[config.mk]
export PLATFORM = sky130hd
export DESIGN_NAME = sbus_call_cpu
export DESIGN_NICKNAME = d
export VERILOG_FILES = /design/src/rtl/sbus_pkg.sv /design/src/rtl/sbus_alu.sv /design/src/rtl/sbus_regfile.sv /design/src/rtl/sbus_ctrl.sv /design/src/rtl/sbus_call_cpu.sv
export SDC_FILE = /design/constraint.sdc
export NUM_CORES = 1
export LEC_CHECK = 0
export BUFFER_PORTS_ARGS = -buffer_cell sky130_fd_sc_hd__buf_2
export CORE_MARGIN = 2
export CORE_UTILIZATION = 30
export CTS_CLUSTER_DIAMETER = 30
export CTS_CLUSTER_SIZE = 16
export DETAILED_ROUTE_END_ITERATION = 12
export PLACE_DENSITY = 0.58
export SKIP_LAST_GASP = 1
export SYNTH_ARGS = -nofsm -noshare
export SYNTH_HDL_FRONTEND = slang
export SYNTH_SLANG_ARGS = --single-unit
export TNS_END_PERCENT = 30
[constraint.sdc]
create_clock -name clk -period 3.9 [get_ports clk]
set_input_delay 0.195 -clock clk [delete_from_list [all_inputs] [get_ports clk]]
set_output_delay 0.195 -clock clk [all_outputs]
set_load 0.05 [all_outputs]
[src/rtl/sbus_pkg.sv]
package sbus_pkg;

    localparam int OPW  = 4;
    localparam logic [OPW-1:0] OP_CALL = 4'h1;
    localparam logic [OPW-1:0] OP_HALT = 4'hF;

    localparam int SRC_PC  = 0;
    localparam int SRC_TMP = 1;
    localparam int SRC_MDR = 2;
    localparam int NSRC    = 3;

    localparam int CNTW = 3;

    typedef enum logic [2:0] {
        ST_F_ADDR,
        ST_F_READ,
        ST_F_DEC,
        ST_X_ADDR,
        ST_X_LINK,
        ST_X_JUMP,
        ST_HALT
    } seq_state_t;

    typedef enum logic {
        ALU_PASS,
        ALU_INC
    } alu_op_t;

    typedef struct packed {
        logic [NSRC-1:0] drv;
        logic            ld_mar;
        logic            ld_mdr;
        logic            ld_pc;
        logic            ld_ir;
        logic            ld_tmp;
        logic            ld_rn;
        logic            rd;
        alu_op_t         alu_op;
    } uop_t;

endpackage

[src/rtl/sbus_alu.sv]
module sbus_alu
    import sbus_pkg::*;
#(
    parameter int DW = 16
) (
    input  alu_op_t       op,
    input  logic [DW-1:0] a,
    output logic [DW-1:0] y
);

    always_comb begin
        unique case (op)
            ALU_PASS: y = a;
            ALU_INC:  y = a + DW'(1);
        endcase
    end

endmodule

[src/rtl/sbus_regfile.sv]
module sbus_regfile #(
    parameter int DW   = 16,
    parameter int NREG = 4,
    parameter int RW   = (NREG > 1) ? $clog2(NREG) : 1
) (
    input  logic               clk,
    input  logic               rst_n,
    input  logic               we,
    input  logic [RW-1:0]      waddr,
    input  logic [DW-1:0]      wdata,
    output logic [NREG*DW-1:0] rd_flat
);

    // one register per index; only the addressed one takes the write
    for (genvar g = 0; g < NREG; g++) begin : g_reg
        logic [DW-1:0] r_q;

        always_ff @(posedge clk or negedge rst_n) begin
            if (!rst_n) begin
                r_q <= '0;
            end else if (we && (waddr == RW'(g))) begin
                r_q <= wdata;
            end
        end

        assign rd_flat[g*DW +: DW] = r_q;
    end

endmodule

[src/rtl/sbus_ctrl.sv]
module sbus_ctrl
    import sbus_pkg::*;
(
    input  logic             clk,
    input  logic             rst_n,
    input  logic [OPW-1:0]   dec_op,
    output seq_state_t       state_q,
    output uop_t             uop,
    output logic [CNTW-1:0]  exec_cnt
);

    seq_state_t state_d;

    // state register
    always_ff @(posedge clk or negedge rst_n) begin
        if (!rst_n) begin
            state_q <= ST_F_ADDR;
        end else begin
            state_q <= state_d;
        end
    end

    // transitions
    always_comb begin
        state_d = state_q;
        unique case (state_q)
            ST_F_ADDR: state_d = ST_F_READ;
            ST_F_READ: state_d = ST_F_DEC;
            ST_F_DEC: begin
                if (dec_op == OP_CALL) begin
                    state_d = ST_X_ADDR;
                end else if (dec_op == OP_HALT) begin
                    state_d = ST_HALT;
                end else begin
                    state_d = ST_F_ADDR;
                end
            end
            ST_X_ADDR: state_d = ST_X_LINK;
            ST_X_LINK: state_d = ST_X_JUMP;
            ST_X_JUMP: state_d = ST_F_ADDR;
            ST_HALT:   state_d = ST_HALT;
        endcase
    end

    // micro-operations: one bus driver per state at most
    always_comb begin
        uop        = '0;
        uop.alu_op = ALU_PASS;
        unique case (state_q)
            ST_F_ADDR, ST_X_ADDR: begin
                uop.drv[SRC_PC] = 1'b1;
                uop.ld_mar      = 1'b1;
                uop.alu_op      = ALU_INC;
                uop.ld_tmp      = 1'b1;
            end
            ST_F_READ: begin
                uop.rd           = 1'b1;
                uop.ld_mdr       = 1'b1;
                uop.drv[SRC_TMP] = 1'b1;
                uop.ld_pc        = 1'b1;
            end
            ST_F_DEC: begin
                uop.drv[SRC_MDR] = 1'b1;
                uop.ld_ir        = 1'b1;
            end
            ST_X_LINK: begin
                uop.rd           = 1'b1;
                uop.ld_mdr       = 1'b1;
                uop.drv[SRC_TMP] = 1'b1;
                uop.ld_rn        = 1'b1;
            end
            ST_X_JUMP: begin
                uop.drv[SRC_MDR] = 1'b1;
                uop.ld_pc        = 1'b1;
            end
            ST_HALT: begin
                uop = '0;
            end
        endcase
    end

    // execute-cycle counter: cleared at decode, counts execute states
    always_ff @(posedge clk or negedge rst_n) begin
        if (!rst_n) begin
            exec_cnt <= '0;
        end else if (state_q == ST_F_DEC) begin
            exec_cnt <= '0;
        end else if (state_q == ST_X_ADDR || state_q == ST_X_LINK ||
                     state_q == ST_X_JUMP) begin
            exec_cnt <= exec_cnt + CNTW'(1);
        end
    end

endmodule

[src/rtl/sbus_call_cpu.sv]
module sbus_call_cpu
    import sbus_pkg::*;
#(
    parameter int DW   = 16,
    parameter int NREG = 4
) (
    input  logic               clk,
    input  logic               rst_n,
    output logic [DW-1:0]      mem_addr,
    output logic               mem_rd,
    input  logic [DW-1:0]      mem_rdata,
    output logic [DW-1:0]      dbg_pc,
    output logic [NREG*DW-1:0] dbg_regs,
    output logic [CNTW-1:0]    dbg_exec_cnt,
    output logic               dbg_halted
);

    localparam int RW = (NREG > 1) ? $clog2(NREG) : 1;

    seq_state_t      state_q;
    uop_t            uop;
    logic [NSRC-1:0] bus_sel;
    logic [DW-1:0]   bus;
    logic [DW-1:0]   alu_y;
    logic [DW-1:0]   src [NSRC];

    logic [DW-1:0]   pc_q;
    logic [DW-1:0]   mar_q;
    logic [DW-1:0]   mdr_q;
    logic [DW-1:0]   tmp_q;
    logic [RW-1:0]   rn_q;

    sbus_ctrl u_ctrl (
        .clk      (clk),
        .rst_n    (rst_n),
        .dec_op   (bus[DW-1 -: OPW]),
        .state_q  (state_q),
        .uop      (uop),
        .exec_cnt (dbg_exec_cnt)
    );

    assign bus_sel      = uop.drv;
    assign src[SRC_PC]  = pc_q;
    assign src[SRC_TMP] = tmp_q;
    assign src[SRC_MDR] = mdr_q;

    // shared bus: OR of the selected sources
    always_comb begin
        bus = '0;
        for (int i = 0; i < NSRC; i++) begin
            if (bus_sel[i]) begin
                bus = bus | src[i];
            end
        end
    end

    sbus_alu #(.DW(DW)) u_alu (
        .op (uop.alu_op),
        .a  (bus),
        .y  (alu_y)
    );

    always_ff @(posedge clk or negedge rst_n) begin
        if (!rst_n) begin
            pc_q  <= '0;
            mar_q <= '0;
            mdr_q <= '0;
            tmp_q <= '0;
            rn_q  <= '0;
        end else begin
            if (uop.ld_pc)  pc_q  <= bus;
            if (uop.ld_mar) mar_q <= bus;
            if (uop.ld_mdr) mdr_q <= mem_rdata;
            if (uop.ld_tmp) tmp_q <= alu_y;
            if (uop.ld_ir)  rn_q  <= bus[RW-1:0];
        end
    end

    sbus_regfile #(.DW(DW), .NREG(NREG), .RW(RW)) u_rf (
        .clk     (clk),
        .rst_n   (rst_n),
        .we      (uop.ld_rn),
        .waddr   (rn_q),
        .wdata   (bus),
        .rd_flat (dbg_regs)
    );

    assign mem_addr   = mar_q;
    assign mem_rd     = uop.rd;
    assign dbg_pc     = pc_q;
    assign dbg_halted = (state_q == ST_HALT);

endmodule

* Word-level counts from Yosys, hierarchy flattened
Cells that the tools add are included.
Word-level totals: logic and storage cells 54, input port bits 18, register bits 136, output and inout bits 101
Operators by class: mux-type cells 15, equality and inequality tests 11, bitwise logic cells 2, add/sub/neg operators 2, reductions and logical operators 13
Operators by type and width (number):
- two-way mux 16 bit | 3
- bitwise OR 16 bit | 2
- case mux 3 bit (7 select lines) | 1
- adder 16 x 1 -> 16 bit, second input constant | 1
- two-way mux 3 bit | 4
- == test 3 bit, second input constant | 3
- OR reduction 2 bit | 4
- == test 3 x 2 -> 1 bit, second input constant | 2
- two-way mux 1 bit | 6
- == test 2 bit, second input constant | 2
- == test 4 x 1 -> 1 bit, second input constant | 1
- == test 4 bit, second input constant | 1
- logical AND 1 bit | 4
- adder 3 x 1 -> 3 bit, second input constant | 1
- == test 3 x 1 -> 1 bit, second input constant | 1
- logical NOT 3 bit | 1
- == test 2 x 1 -> 1 bit, second input constant | 1
- logical NOT 2 bit | 1
- logical OR 1 bit | 2
- two-way mux 2 bit | 1
- nonzero test 2 bit | 1

* Longest topological paths before layout
word-level depth 12, mapped depth 13, gate-level depth less buffers 10

* By module
From an unflattened synthesis, not the netlist that was laid out.
Unflattened totals: cell total of the unflattened synthesis 445, area total of the unflattened synthesis 5815.6 µm²
By module, submodules not included:
- sbus_call_cpu | cells an instance 213, sequential area each 1651.6 µm², instances 1, area an instance 2607.5 µm²
- sbus_regfile | cells an instance 136, sequential area each 1601.5 µm², instances 1, area an instance 2411.1 µm²
- sbus_ctrl | cells an instance 51, sequential area each 150.1 µm², instances 1, area an instance 471.7 µm²
- sbus_alu | cells an instance 45, sequential area each 0.0 µm², instances 1, area an instance 325.3 µm²

* Worst setup path after synthesis
No wires, ideal clock.
kind reg-to-reg, start point reg u_ctrl.state_q[2], end point reg tmp_q[14], slack 1165 ps, buffers on the path 3, data required time 3769 ps, stages on the path, launching flop included 14, period minus slack after synthesis 2735 ps, library setup time 131 ps, data arrival time 2604 ps, cells stage by stage dfrtp_1 > buf_6 > or2_1 > buf_6 > buf_6 > o22ai_1 > nor2_1 > inv_1 > ha_1 > o221ai_1 > nor4_2 > nor4b_1 > xor2_1 > o21ai_1
Between the ends: longest elaborated chain between the ends 9
Ends and longest elaborated chain:
- start, declared | RTL line sbus_ctrl.sv:7 | output seq_state_t state_q,
- start signal, assigned | RTL line sbus_ctrl.sv:19 | state_q <= state_d;
- == test 3 x 2 -> 1 bit / logical NOT 3 bit (equally long branches) | RTL line sbus_ctrl.sv:49 | unique case (state_q)
- OR reduction 2 bit | RTL line sbus_ctrl.sv:49
- two-way mux 2 bit | RTL line sbus_ctrl.sv:49
- two-way mux 16 bit | RTL line sbus_call_cpu.sv:51 | if (bus_sel[i]) begin
- bitwise OR 16 bit | RTL line sbus_call_cpu.sv:52 | bus = bus | src[i];
- two-way mux 16 bit | RTL line sbus_call_cpu.sv:51
- bitwise OR 16 bit | RTL line sbus_call_cpu.sv:52
- two-way mux 16 bit (*) | RTL line sbus_call_cpu.sv:51
- named net bus[0] | RTL line sbus_call_cpu.sv:23 | logic [DW-1:0] bus;
- adder 16 x 1 -> 16 bit (*) | RTL line sbus_alu.sv:14 | ALU_INC: y = a + DW'(1);
- end signal, assigned | RTL line sbus_call_cpu.sv:74 | if (uop.ld_tmp) tmp_q <= alu_y;
- end, declared | RTL line sbus_call_cpu.sv:30 | logic [DW-1:0] tmp_q;
The timed path passes the listed nets; every way through them passes the cells marked *. A chain may end at the register's enable or synchronous reset.

* Worst setup path after layout
Same ends and word-level chain as after synthesis.

==> flow_summary.ini <==
[floorplan]
core_um2 = 20200
dieArea_um2 = 21800
chipWidth_um = 148
ios = 119
rows = 52
die_height_um = 148
start_util_pct = 30.6

[timing]
finalHoldWorstSlack_ns = 0.0129
maxSlewViolCount = 0
finalSetupViolations = 0
worst_pin_slew_ns = 1.07
post-route-period-util_pct = 86.2
hold_violations = 0
fmax_mhz = 297
clock_skew_ns = 0.0131
period_needed_ns = 3.36
maxSlewHeadroom_pct = 28.6
setup_tns_ns = 0
rsz0062_at_grt = no

[synthesis]
synth_cells = 620
synth_fp_nets = 640
ys_seq_elements = 136
synth_cell_type_count = 40
syn-mean-instance-area_um2 = 10.0
ys_seq_area_share_pct = 54.9
synth_area_um2 = 6200
yosysWarnings = 0

[route]
remaining_drc_errors = 0
via_per_inst = 4.70
postRouteWirelength_um = 17500
routedWlPerCell_um = 17.1
first_pass_iters = 4
antenna_left = 0
via_count = 4802
drt_iter0_drc = 271

[final_layout]
area_delta_synth_final_pct = 24.8
nets = 758
layout-drive-gt1-share_pct = 26.0
antennaDiodeCount = 0
n_fill_cell = 2028

[cts]
postCtsSetupBuffers = 0
ctsLongestPathBuffers = 2
cts_tree = done
cts_sinks = 136
cts_buffers = 17
clk_pin_slew_ns = 0.06
worstSkewPairLatency_ns = 0.42
htree_num_levels = 4
cts_root_buffer = clkbuf_16

[setup_path]
slowest_delay_ns = 0.56
cp.arrival_ns = 3.62
startpoint = u_ctrl.state_q[2]
end_kind = flip-flop
endpoint = tmp_q[14]
path_cells = or2_1 > o22ai_1 > nor2_1 > inv_1 > ha_1 > o221ai_1 > nor4_2 > nor4b_1 > xor2_1 > o21ai_1
startpoint_type = flip-flop
cp_max_fo = 16
r2r_slack_ns = 0.54
slowest_stage = dfrtp_1
reg2reg_to = tmp_q[14]
crit_type = flip-flop to flip-flop
worstPathRequired_ns = 4.16
r2r_cells = 10
worstReg2RegStart = u_ctrl.state_q[2]

[place]
portBuffers = 118
globalplace.congestion = 0.788
dp_hpwl_um = 12200

[hold_path]
hold_depth = 2
hp-class = primary input to flip-flop

[global_routing]
grt_pass1_vias = 4657
antenna_found_initial = 0
grt_pass1_wl_um = 27500
overflow = 0
track_usage_pct = 16.5
grt_max_degree = 88

[run]
drv_cap = 0

[outcome]
status = finished clean
layer usage:
layer	routed length [um]	track usage (%)	vias to the layer above
met5	0	0	-
met3	743	4.04	14
li1	-	-	2365
met1	8140	22.3	2331
met2	8360	26.4	92
met4	221	4.90	0
stage by stage:
step	cell area, um2	std cells	utilization (%)	setup WS, ns
after floorplan	6200	620	-	1.17
after global placement	7090	987	35.0	0.739
after detailed placement	7090	987	35.0	0.586
after CTS	7730	1021	38.2	0.569
after global routing	7730	1021	38.2	0.290
final	7730	1021	38.2	0.537
timing repair:
| action | 4_1_cts | 5_1_grt |
|---|---|---|
| hold buffers | 2 | 0 |
| endpoints found under the hold margin | 86 | 0 |
| gates resized for setup | 0 | 0 |
| endpoints found under the setup margin | 0 | 0 |
how the worst min path moves through the flow:
stage	from	to
floorplan	rst_n	dbg_pc[0]
global placement	rst_n	u_rf.g_reg[1].r_q[13]
detailed placement	rst_n	u_rf.g_reg[1].r_q[13]
CTS	mem_rdata[12]	mdr_q[12]
global route	mem_rdata[9]	mdr_q[9]
finish	mem_rdata[3]	mdr_q[3]
sequential cells by signal, indices dropped and copies added, names as in the netlist:
name	cells
tmp_q	16
rn_q	2
mdr_q	16
u_ctrl.exec_cnt	3
mem_addr	16
u_ctrl.state_q	3
u_rf.g.r_q	64
dbg_pc	16
critical path: cells and delay by family, from the launching register on:
kind	cells	cell delay, ns
AND/OR/NAND/NOR	4	1.57
buffers and inverters	1	0.08
flip-flops	1	0.56
adder cells (fa/ha/maj)	1	0.18
AO/OA/AOI/OAI	3	0.63
XOR/XNOR	1	0.18
cell families after synthesis:
family                   share of synthesized area, %
XOR/XNOR                                         1.84
AND/OR/NAND/NOR                                  14.0
AO/OA/AOI/OAI                                    12.2
adder cells (fa/ha/maj)                         0.404
multiplexers                                     12.9
buffers and inverters                            3.69
flip-flops                                       54.9
layout make-up:
cell class	count	area (um2)	share of cell area (%)
clock inverters	11	161	2.09
well taps	270	338	4.37
repair buffers	142	782	10.1
multi-input cells	438	2570	33.3
clock buffers	21	460	5.96
flip-flops and latches	136	3400	44.0
inverters	3	11.3	0.146
synthesized netlist by cell type:
library cell  instances  share of area [%]
mux2_2               17                3.1
or3b_2                1               0.14
nor4_2                1               0.20
o21ai_1               3               0.24
or4b_4                1               0.22
or2_1                 1               0.10
inv_1                 3               0.18
or2_2                 1               0.10
nor3b_1               2               0.24
nand2_1              99                6.0
xnor2_1               7               0.99
o22ai_1              22                2.2
nor4_4                1               0.34
o221ai_1              1               0.14
buf_6                 4               0.73
o211ai_1              1               0.12
buf_4                 2               0.24
mux2i_1              61                9.9
buf_2                 6               0.48
buf_8                 1               0.24
nand2b_1              3               0.30
a31oi_1               2               0.20
a21boi_0              1               0.12
nor4_1                1               0.10
xor2_1                6               0.85
ha_1                  2               0.40
nand3_1               2               0.16
nor2b_1               3               0.30
o31ai_1               1               0.12
nor2_1               77                4.7
buf_1                 1              0.061
nor3_1                3               0.24
or4_1                 1               0.12
o21ai_0              72                5.8
clkbuf_1             29                1.8
a311oi_1              1               0.14
a21oi_1              38                3.1
dfrtp_1             136                 55
nor4b_1               2               0.28
nand3b_1              4               0.48
placed cells by master (no fill, tap or decap), types with 4 or more instances in the layout:
cell and instances:
dfrtp_1 135, xor2_1 6, nand3b_1 4, mux2i_1 61
xnor2_1 7, buf_4 22, clkbuf_16 17, o22ai_1 22
a21oi_1 38, nor2_1 76, nand2_1 99, buf_2 117
mux2_2 17, o21ai_0 72
Power is left out: the tool's default activity adds up to more than one toggle a clock period on the data nets, which glitch-free logic cannot reach.
